==> src/rtl/bos_pkg.sv <==
// Shared definitions for the buffer ownership switch.
// Assumes: the owner of a buffer is one of exactly two sides.
package bos_pkg;
    typedef enum logic {
        OWN_PKT = 1'b0,
        OWN_IO  = 1'b1
    } owner_e;
endpackage

==> src/rtl/bos_len_bank.sv <==
// Byte-count store for the slots of one endpoint.
// Each slot keeps the count written with its last commit. Two write ports
// (packet commit, I/O commit) and two read ports (each side's head slot).
// Assumes: the controller never enables both writes on the same slot.
module bos_len_bank #(
    parameter int MAX_DEPTH = 4,
    parameter int BYTES     = 512,
    localparam int SLOT_W   = $clog2(MAX_DEPTH),
    localparam int CNT_W    = $clog2(BYTES + 1)
) (
    input  logic              clk,
    input  logic              rst_n,
    input  logic              pk_we,
    input  logic [SLOT_W-1:0] pk_slot,
    input  logic [CNT_W-1:0]  pk_wdata,
    input  logic              io_we,
    input  logic [SLOT_W-1:0] io_slot,
    input  logic [CNT_W-1:0]  io_wdata,
    output logic [CNT_W-1:0]  pk_rdata,
    output logic [CNT_W-1:0]  io_rdata
);
    localparam logic [CNT_W-1:0] MAX_LEN = CNT_W'(BYTES);

    logic [CNT_W-1:0] len_q [MAX_DEPTH];

    // Store the count of each committed buffer; clear all counts on reset.
    always_ff @(posedge clk) begin
        if (!rst_n) begin
            for (int s = 0; s < MAX_DEPTH; s++) len_q[s] <= '0;
        end else begin
            if (pk_we) len_q[pk_slot] <= pk_wdata;
            if (io_we) len_q[io_slot] <= io_wdata;
        end
    end

    // Present the count of the buffer each side will handle next.
    always_comb begin
        pk_rdata = len_q[pk_slot];
        io_rdata = len_q[io_slot];
    end

    AST_WR_DISTINCT: assert property (@(posedge clk) disable iff (!rst_n)
        (pk_we && io_we) |-> (pk_slot != io_slot));

    for (genvar s = 0; s < MAX_DEPTH; s++) begin : g_chk
        AST_LEN_LIMIT: assert property (@(posedge clk) disable iff (!rst_n)
            len_q[s] <= MAX_LEN);
    end
endmodule

==> src/rtl/bos_ep_ctrl.sv <==
// Ownership controller for one endpoint.
// Keeps two round-robin head pointers, a count of buffers held by the I/O
// side, and one owner bit per slot. Judges each commit against the state
// before the edge, and flags illegal commits in a sticky error bit.
// Assumes: the depth field is steady while reset is low.
module bos_ep_ctrl
    import bos_pkg::*;
#(
    parameter int MAX_DEPTH = 4,
    parameter int BYTES     = 512,
    localparam int SLOT_W   = $clog2(MAX_DEPTH),
    localparam int OCC_W    = $clog2(MAX_DEPTH + 1),
    localparam int CNT_W    = $clog2(BYTES + 1)
) (
    input  logic                 clk,
    input  logic                 rst_n,
    input  logic [SLOT_W-1:0]    cfg_depth_m1,
    input  logic                 pk_commit,
    input  logic [CNT_W-1:0]     pk_count,
    input  logic                 io_commit,
    input  logic [CNT_W-1:0]     io_count,
    output logic [SLOT_W-1:0]    pk_slot,
    output logic [SLOT_W-1:0]    io_slot,
    output logic [MAX_DEPTH-1:0] own_bits,
    output logic                 pk_full,
    output logic                 io_empty,
    output logic                 err,
    output logic                 pk_we,
    output logic                 io_we
);
    localparam logic [CNT_W-1:0] MAX_LEN = CNT_W'(BYTES);

    logic [SLOT_W-1:0] depth_m1_q;
    logic [SLOT_W-1:0] pk_ptr_q, io_ptr_q, pk_nxt, io_nxt;
    logic [OCC_W-1:0]  io_cnt_q, depth_w;
    owner_e            own_q [MAX_DEPTH];
    logic              err_q, pk_ok, io_ok, bad;

    // Judge both commits against the current state and derive next pointers.
    always_comb begin
        depth_w = OCC_W'(depth_m1_q) + OCC_W'(1);
        pk_ok   = pk_commit && (io_cnt_q != depth_w) && (pk_count <= MAX_LEN);
        io_ok   = io_commit && (io_cnt_q != '0) && (io_count <= MAX_LEN);
        bad     = (pk_commit && !pk_ok) || (io_commit && !io_ok);
        pk_nxt  = (pk_ptr_q == depth_m1_q) ? '0 : pk_ptr_q + SLOT_W'(1);
        io_nxt  = (io_ptr_q == depth_m1_q) ? '0 : io_ptr_q + SLOT_W'(1);
    end

    // Update pointers, occupancy, owner bits and the sticky error flag.
    always_ff @(posedge clk) begin
        if (!rst_n) begin
            depth_m1_q <= cfg_depth_m1;
            pk_ptr_q   <= '0;
            io_ptr_q   <= '0;
            io_cnt_q   <= '0;
            err_q      <= 1'b0;
            for (int s = 0; s < MAX_DEPTH; s++) own_q[s] <= OWN_PKT;
        end else begin
            if (pk_ok) begin
                pk_ptr_q        <= pk_nxt;
                own_q[pk_ptr_q] <= OWN_IO;
            end
            if (io_ok) begin
                io_ptr_q        <= io_nxt;
                own_q[io_ptr_q] <= OWN_PKT;
            end
            case ({pk_ok, io_ok})
                2'b10:   io_cnt_q <= io_cnt_q + OCC_W'(1);
                2'b01:   io_cnt_q <= io_cnt_q - OCC_W'(1);
                default: io_cnt_q <= io_cnt_q;
            endcase
            err_q <= err_q | bad;
        end
    end

    // Drive status and the write enables for the count store.
    always_comb begin
        for (int s = 0; s < MAX_DEPTH; s++) own_bits[s] = (own_q[s] == OWN_IO);
        pk_slot  = pk_ptr_q;
        io_slot  = io_ptr_q;
        pk_full  = (io_cnt_q == depth_w);
        io_empty = (io_cnt_q == '0);
        err      = err_q;
        pk_we    = pk_ok;
        io_we    = io_ok;
    end

    AST_OWN_MATCHES_CNT: assert property (@(posedge clk) disable iff (!rst_n)
        $countones(own_bits) == int'(io_cnt_q));
    AST_DEPTH_HELD: assert property (@(posedge clk) disable iff (!rst_n)
        $past(rst_n) |-> $stable(depth_m1_q));
    AST_PTR_IN_RANGE: assert property (@(posedge clk) disable iff (!rst_n)
        (pk_ptr_q <= depth_m1_q) && (io_ptr_q <= depth_m1_q));
    AST_FULL_EMPTY_EXCL: assert property (@(posedge clk) disable iff (!rst_n)
        !(pk_full && io_empty));
    AST_FULL_REJECTS: assert property (@(posedge clk) disable iff (!rst_n)
        (pk_commit && pk_full && !io_commit) |=> $stable(io_cnt_q));
    AST_ERR_STICKY: assert property (@(posedge clk) disable iff (!rst_n)
        err_q |=> err_q);

    for (genvar s = 0; s < MAX_DEPTH; s++) begin : g_idle
        AST_IDLE_SLOT_PKT: assert property (@(posedge clk) disable iff (!rst_n)
            (SLOT_W'(s) > depth_m1_q) |-> (own_q[s] == OWN_PKT));
    end
endmodule

==> src/rtl/buf_owner_switch.sv <==
// Top of the buffer ownership switch.
// Splits the buffer pool into endpoints of MAX_DEPTH slots each. Buffer
// index = endpoint * MAX_DEPTH + slot. Instantiates one controller and one
// count store per endpoint and packs their outputs into flat vectors.
// Assumes: NUM_BUF is a multiple of MAX_DEPTH and MAX_DEPTH is a power of two.
module buf_owner_switch #(
    parameter int NUM_BUF   = 8,
    parameter int MAX_DEPTH = 4,
    parameter int BYTES     = 512,
    localparam int NUM_EP   = NUM_BUF / MAX_DEPTH,
    localparam int SLOT_W   = $clog2(MAX_DEPTH),
    localparam int BIDX_W   = $clog2(NUM_BUF),
    localparam int CNT_W    = $clog2(BYTES + 1)
) (
    input  logic                       clk,
    input  logic                       rst_n,
    input  logic [NUM_EP*SLOT_W-1:0]   cfg_depth,
    input  logic [NUM_EP-1:0]          pk_commit,
    input  logic [NUM_EP*CNT_W-1:0]    pk_count,
    input  logic [NUM_EP-1:0]          io_commit,
    input  logic [NUM_EP*CNT_W-1:0]    io_count,
    output logic [NUM_EP*BIDX_W-1:0]   pk_buf,
    output logic [NUM_EP*CNT_W-1:0]    pk_len,
    output logic [NUM_EP*BIDX_W-1:0]   io_buf,
    output logic [NUM_EP*CNT_W-1:0]    io_len,
    output logic [NUM_BUF-1:0]         own_io,
    output logic [NUM_EP-1:0]          pk_full,
    output logic [NUM_EP-1:0]          io_empty,
    output logic [NUM_EP-1:0]          err
);
    for (genvar e = 0; e < NUM_EP; e++) begin : g_ep
        logic [SLOT_W-1:0] pk_slot, io_slot;
        logic              pk_we, io_we;

        bos_ep_ctrl #(.MAX_DEPTH(MAX_DEPTH), .BYTES(BYTES)) u_ctrl (
            .clk          (clk),
            .rst_n        (rst_n),
            .cfg_depth_m1 (cfg_depth[e*SLOT_W +: SLOT_W]),
            .pk_commit    (pk_commit[e]),
            .pk_count     (pk_count[e*CNT_W +: CNT_W]),
            .io_commit    (io_commit[e]),
            .io_count     (io_count[e*CNT_W +: CNT_W]),
            .pk_slot      (pk_slot),
            .io_slot      (io_slot),
            .own_bits     (own_io[e*MAX_DEPTH +: MAX_DEPTH]),
            .pk_full      (pk_full[e]),
            .io_empty     (io_empty[e]),
            .err          (err[e]),
            .pk_we        (pk_we),
            .io_we        (io_we)
        );

        bos_len_bank #(.MAX_DEPTH(MAX_DEPTH), .BYTES(BYTES)) u_len (
            .clk      (clk),
            .rst_n    (rst_n),
            .pk_we    (pk_we),
            .pk_slot  (pk_slot),
            .pk_wdata (pk_count[e*CNT_W +: CNT_W]),
            .io_we    (io_we),
            .io_slot  (io_slot),
            .io_wdata (io_count[e*CNT_W +: CNT_W]),
            .pk_rdata (pk_len[e*CNT_W +: CNT_W]),
            .io_rdata (io_len[e*CNT_W +: CNT_W])
        );

        // Map each endpoint's head slots to global buffer indices.
        assign pk_buf[e*BIDX_W +: BIDX_W] = BIDX_W'(e * MAX_DEPTH) + BIDX_W'(pk_slot);
        assign io_buf[e*BIDX_W +: BIDX_W] = BIDX_W'(e * MAX_DEPTH) + BIDX_W'(io_slot);
    end
endmodule

==> config.mk <==
export PLATFORM = sky130hd
export DESIGN_NAME = buf_owner_switch
export DESIGN_NICKNAME = d
export VERILOG_FILES = /design/src/rtl/bos_pkg.sv /design/src/rtl/bos_len_bank.sv /design/src/rtl/bos_ep_ctrl.sv /design/src/rtl/buf_owner_switch.sv
export SDC_FILE = /design/constraint.sdc
export NUM_CORES = 1
export LEC_CHECK = 0
export CAP_MARGIN = 20
export CORE_MARGIN = 2
export CORE_UTILIZATION = 55
export CTS_CLUSTER_SIZE = 12
export DETAILED_ROUTE_END_ITERATION = 10
export DONT_BUFFER_PORTS = 1
export GPL_ROUTABILITY_DRIVEN = 0
export PLACE_DENSITY = 0.79
export REMOVE_ABC_BUFFERS = 1
export SLEW_MARGIN = 20
export SYNTH_ARGS = -nofsm -noshare
export SYNTH_HDL_FRONTEND = slang
export SYNTH_SLANG_ARGS = --single-unit
export TNS_END_PERCENT = 30
==> constraint.sdc <==
create_clock -name clk -period 8.89 [get_ports clk]
set_input_delay 0.889 -clock clk [delete_from_list [all_inputs] [get_ports clk]]
set_output_delay 0.889 -clock clk [all_outputs]
set_load 0.05 [all_outputs]
==> metrics.csv <==
metric;value;unit
final setup vio count;0;
number of flops mapped to enable cells by yosys;84;
DRC;0;
height of the chip;120;um
post-DR vias/cell;6.80;
total CTS buffers;17;
main flop type after synthesis;edfxtp_1;
most frequent cells in the layout;84 x edfxtp_1, 49 x nor3_1, 40 x mux4_2, 40 x mux2_2;
sw frac;0.336;
First-pass DRT Iterations;5;
post-route setup TNS;0;ns
Pwr Density;211;mW/mm^2
number of distinct library cells after synthesis;54;
P_int;1.10;mW
vias;5068;
Slowest-stage cell, CP;o41ai_2;
clk buf depth;2;
Final Hold Fails;0;
critical-path maximum fanout;11;
adder-cell share of the synthesized area;0.0259;
ANT cells;0;
nets@finish;620;
CTS tree;built;
Leak Pwr;2.97;nW
syn_area_per_cell;12.3;um^2
Worst Hold Class;reg -> reg;
Critical Path AT;3.89;ns
status;finished, final reports clean;
Die W;120;um
most common cell after layout, fill and taps aside;edfxtp_1;
Worst VDD drop;0.000132;V
I/O Buffers;0;
clk slew on worst S/H paths;0.05;ns
die area;0.0143;mm^2
Async SR Flop Fraction;0;
Ports;116;
post-synthesis sequential area ratio;0.431;
num rows;42;
P_sw;554;uW
Synth Instances;597;
max_cap viols;0;
CP top delay family;simple AND/OR/NAND/NOR gates;
clk_lat worst skew;0.42;ns
RSZ-0062 raised after global routing;false;
Final WS setup;5.34;ns
first-pass GRT wire length;28000;um
Synth-to-Final Area Change;6.42;%
synth warn;0;
antenna viol nets, final;0;
Worst EP required;9.23;ns
critical path type;in -> reg;
max_slew headroom;0.348;
layout cell share with drive strength beyond 1;0.285;
clock skew;0.0113;ns
combinational family with the most area after synthesis;multiplexers;
H-tree depth;4;
global route total overflow;0;
CP cell instances;or4_1, o41ai_2, and2_1, ha_1, inv_1, fa_1, xor2_1, or3_1, a21oi_1;
Synth Register Bits;116;
clock tree sinks;116;
post-synthesis compound-gate area fraction;0.0656;
Total GRT Usage;0.259;
Core Area;0.0131;mm^2
root buffer cell;clkbuf_16;
DP HPWL;12200;um
simple-gate portion of the synthesized area;0.135;
worst-margin pin slew;0.967;ns
hold_buf cts;0;
cell area after synthesis;0.00735;mm^2
register share of total power;0.415;
WL per Instance;24.5;um
initial cell density of the core;0.559;
largest net degree at the start of global routing;56;
DP Area;0.00728;mm^2
Tcrit/Tclk final;0.399;
Tmin final;3.55;ns
post-CTS sizing;0;
Routed WL;18300;um
Max Fclk;282;MHz
Clock Power Share;0.369;
post-synthesis mux area share;0.262;
Setup Fix Bufs, Post-CTS;0;
Logic pwr share;0.216;
vias in the first global route;5054;
Buffers & Inverters on Critical Path;1;
xor/xnor share of the synthesized area;0.0191;
Initial DRC Count;505;
Finished Cell Area;0.00782;mm^2
Setup crit start kind;input port;
Setup WS pre-CTS;5.01;ns
Final Max Slew Viols;0;
Max stage delay on crit path;0.87;ns
initial antenna violation count;0;
Worst Setup End Kind;flop;
-- power by group through the flow --
| stage | registers (mW) | clock network (mW) | logic [mW] |
|---|---|---|---|
| finish | 0.684 | 0.609 | 0.355 |
| global route | 0.691 | 0.639 | 0.374 |
| CTS | 0.685 | 0.616 | 0.353 |
| detailed placement | 0.696 | 0 | 0.352 |
| global placement | 0.690 | 0 | 0.343 |
| floorplan | 0.678 | 0 | 0.301 |
-- cell families after synthesis --
logic type                 after synthesis
and+or+nand+nor                        178
muxes                                  120
DFF                                    116
buffers and inverters                   90
AOI/OAI and AO/OA                       61
xor gates and xnor gates                16
adders and majority gates               14
other                                    2
-- per-layer routing --
layer,GRT usage,wire length [um],vias up
li1,-,-,2208
met2,0.419,9170,253
met1,0.323,7140,2565
met3,0.0789,1480,42
met4,0.112,489,0
met5,0,0,-
-- metrics by stage --
stage / instances / util / hold WS (ns) / total power [mW]
final: 745 / 0.595 / 0.533 / 1.65
after detailed placement: 713 / 0.554 / 0.523 / 1.05
after global placement: 713 / 0.554 / 0.492 / 1.03
after global routing: 745 / 0.595 / 0.551 / 1.70
after CTS: 745 / 0.594 / 0.531 / 1.65
after floorplan: 531 / - / 0.479 / 0.979
-- final timing paths --
path	from	endpoint	slack, ns	cells after the start
max	io_count[0]	g_ep[0].u_ctrl.io_cnt_q[2]	5.34	9
min	g_ep[1].u_ctrl.io_cnt_q[2]	g_ep[1].u_ctrl.io_cnt_q[2]	0.53	2
max reg2reg	g_ep[1].u_ctrl.depth_m1_q[1]	g_ep[1].u_ctrl.io_cnt_q[2]	5.47	10
min reg2reg	g_ep[1].u_ctrl.io_cnt_q[2]	g_ep[1].u_ctrl.io_cnt_q[2]	0.53	2
-- state kept, by name, indices dropped and copies added, names as in the netlist, named ones only --
signal	cells
g_ep.u_ctrl.depth_m1_q	4
g_ep.u_len.len_q	80
g_ep.u_ctrl.pk_slot	4
g_ep.u_ctrl.own_q	8
g_ep.u_ctrl.err	2
g_ep.u_ctrl.io_slot	4
g_ep.u_ctrl.io_cnt_q	6
-- synthesized netlist by cell type, types with 2 or more instances --
library cell | count | area share
a311oi_1 | 2 | 0.0024
xnor2_1 | 3 | 0.0036
inv_1 | 22 | 0.011
nor2b_1 | 3 | 0.0026
or4_4 | 2 | 0.0031
o41a_1 | 2 | 0.0031
o41ai_4 | 2 | 0.0075
nand4_2 | 5 | 0.0085
nor4_1 | 19 | 0.016
o311ai_0 | 4 | 0.0048
clkbuf_1 | 32 | 0.016
nor2_1 | 14 | 0.0072
mux2_2 | 40 | 0.061
buf_4 | 21 | 0.021
and4_1 | 3 | 0.0036
o21a_1 | 3 | 0.0031
nand3_1 | 10 | 0.0068
dfxtp_1 | 32 | 0.087
a221oi_1 | 2 | 0.0024
ha_1 | 12 | 0.020
and3_1 | 19 | 0.016
buf_1 | 6 | 0.0031
o21ai_0 | 14 | 0.0095
conb_1 | 2 | 0.0010
o211ai_1 | 3 | 0.0031
edfxtp_1 | 84 | 0.34
a31oi_1 | 5 | 0.0043
xor2_1 | 13 | 0.015
o211a_1 | 5 | 0.0068
nand2_1 | 29 | 0.015
o2111ai_1 | 2 | 0.0024
buf_6 | 4 | 0.0061
nand2b_1 | 3 | 0.0026
mux2_4 | 32 | 0.065
mux2_1 | 8 | 0.012
fa_1 | 2 | 0.0054
nor3_1 | 51 | 0.035
or3_1 | 10 | 0.0085
a21oi_1 | 10 | 0.0068
nand3b_1 | 5 | 0.0051
buf_2 | 5 | 0.0034
mux4_2 | 40 | 0.12
-- worst register-to-register path: stages, from the launching register on --
cell and delay [ns]:
edfxtp_1 0.50, ha_1 0.33, xnor2_1 0.34, a31o_2 0.64, nand2b_1 0.24, ha_1 0.22
inv_1 0.07, fa_1 0.37, xor2_1 0.16, or3_1 0.32, a21oi_1 0.14
-- cell type report --
type	count	area [um^2]
fillers	1044	5320
multi-input cells	393	3780
flip-flops and latches	116	3160
clock buffers	18	429
well taps	176	220
clock inverters	14	95.1
inverters	22	82.6
repair buffers	6	45.0
Note: power is estimated with default switching activity, not from simulation.
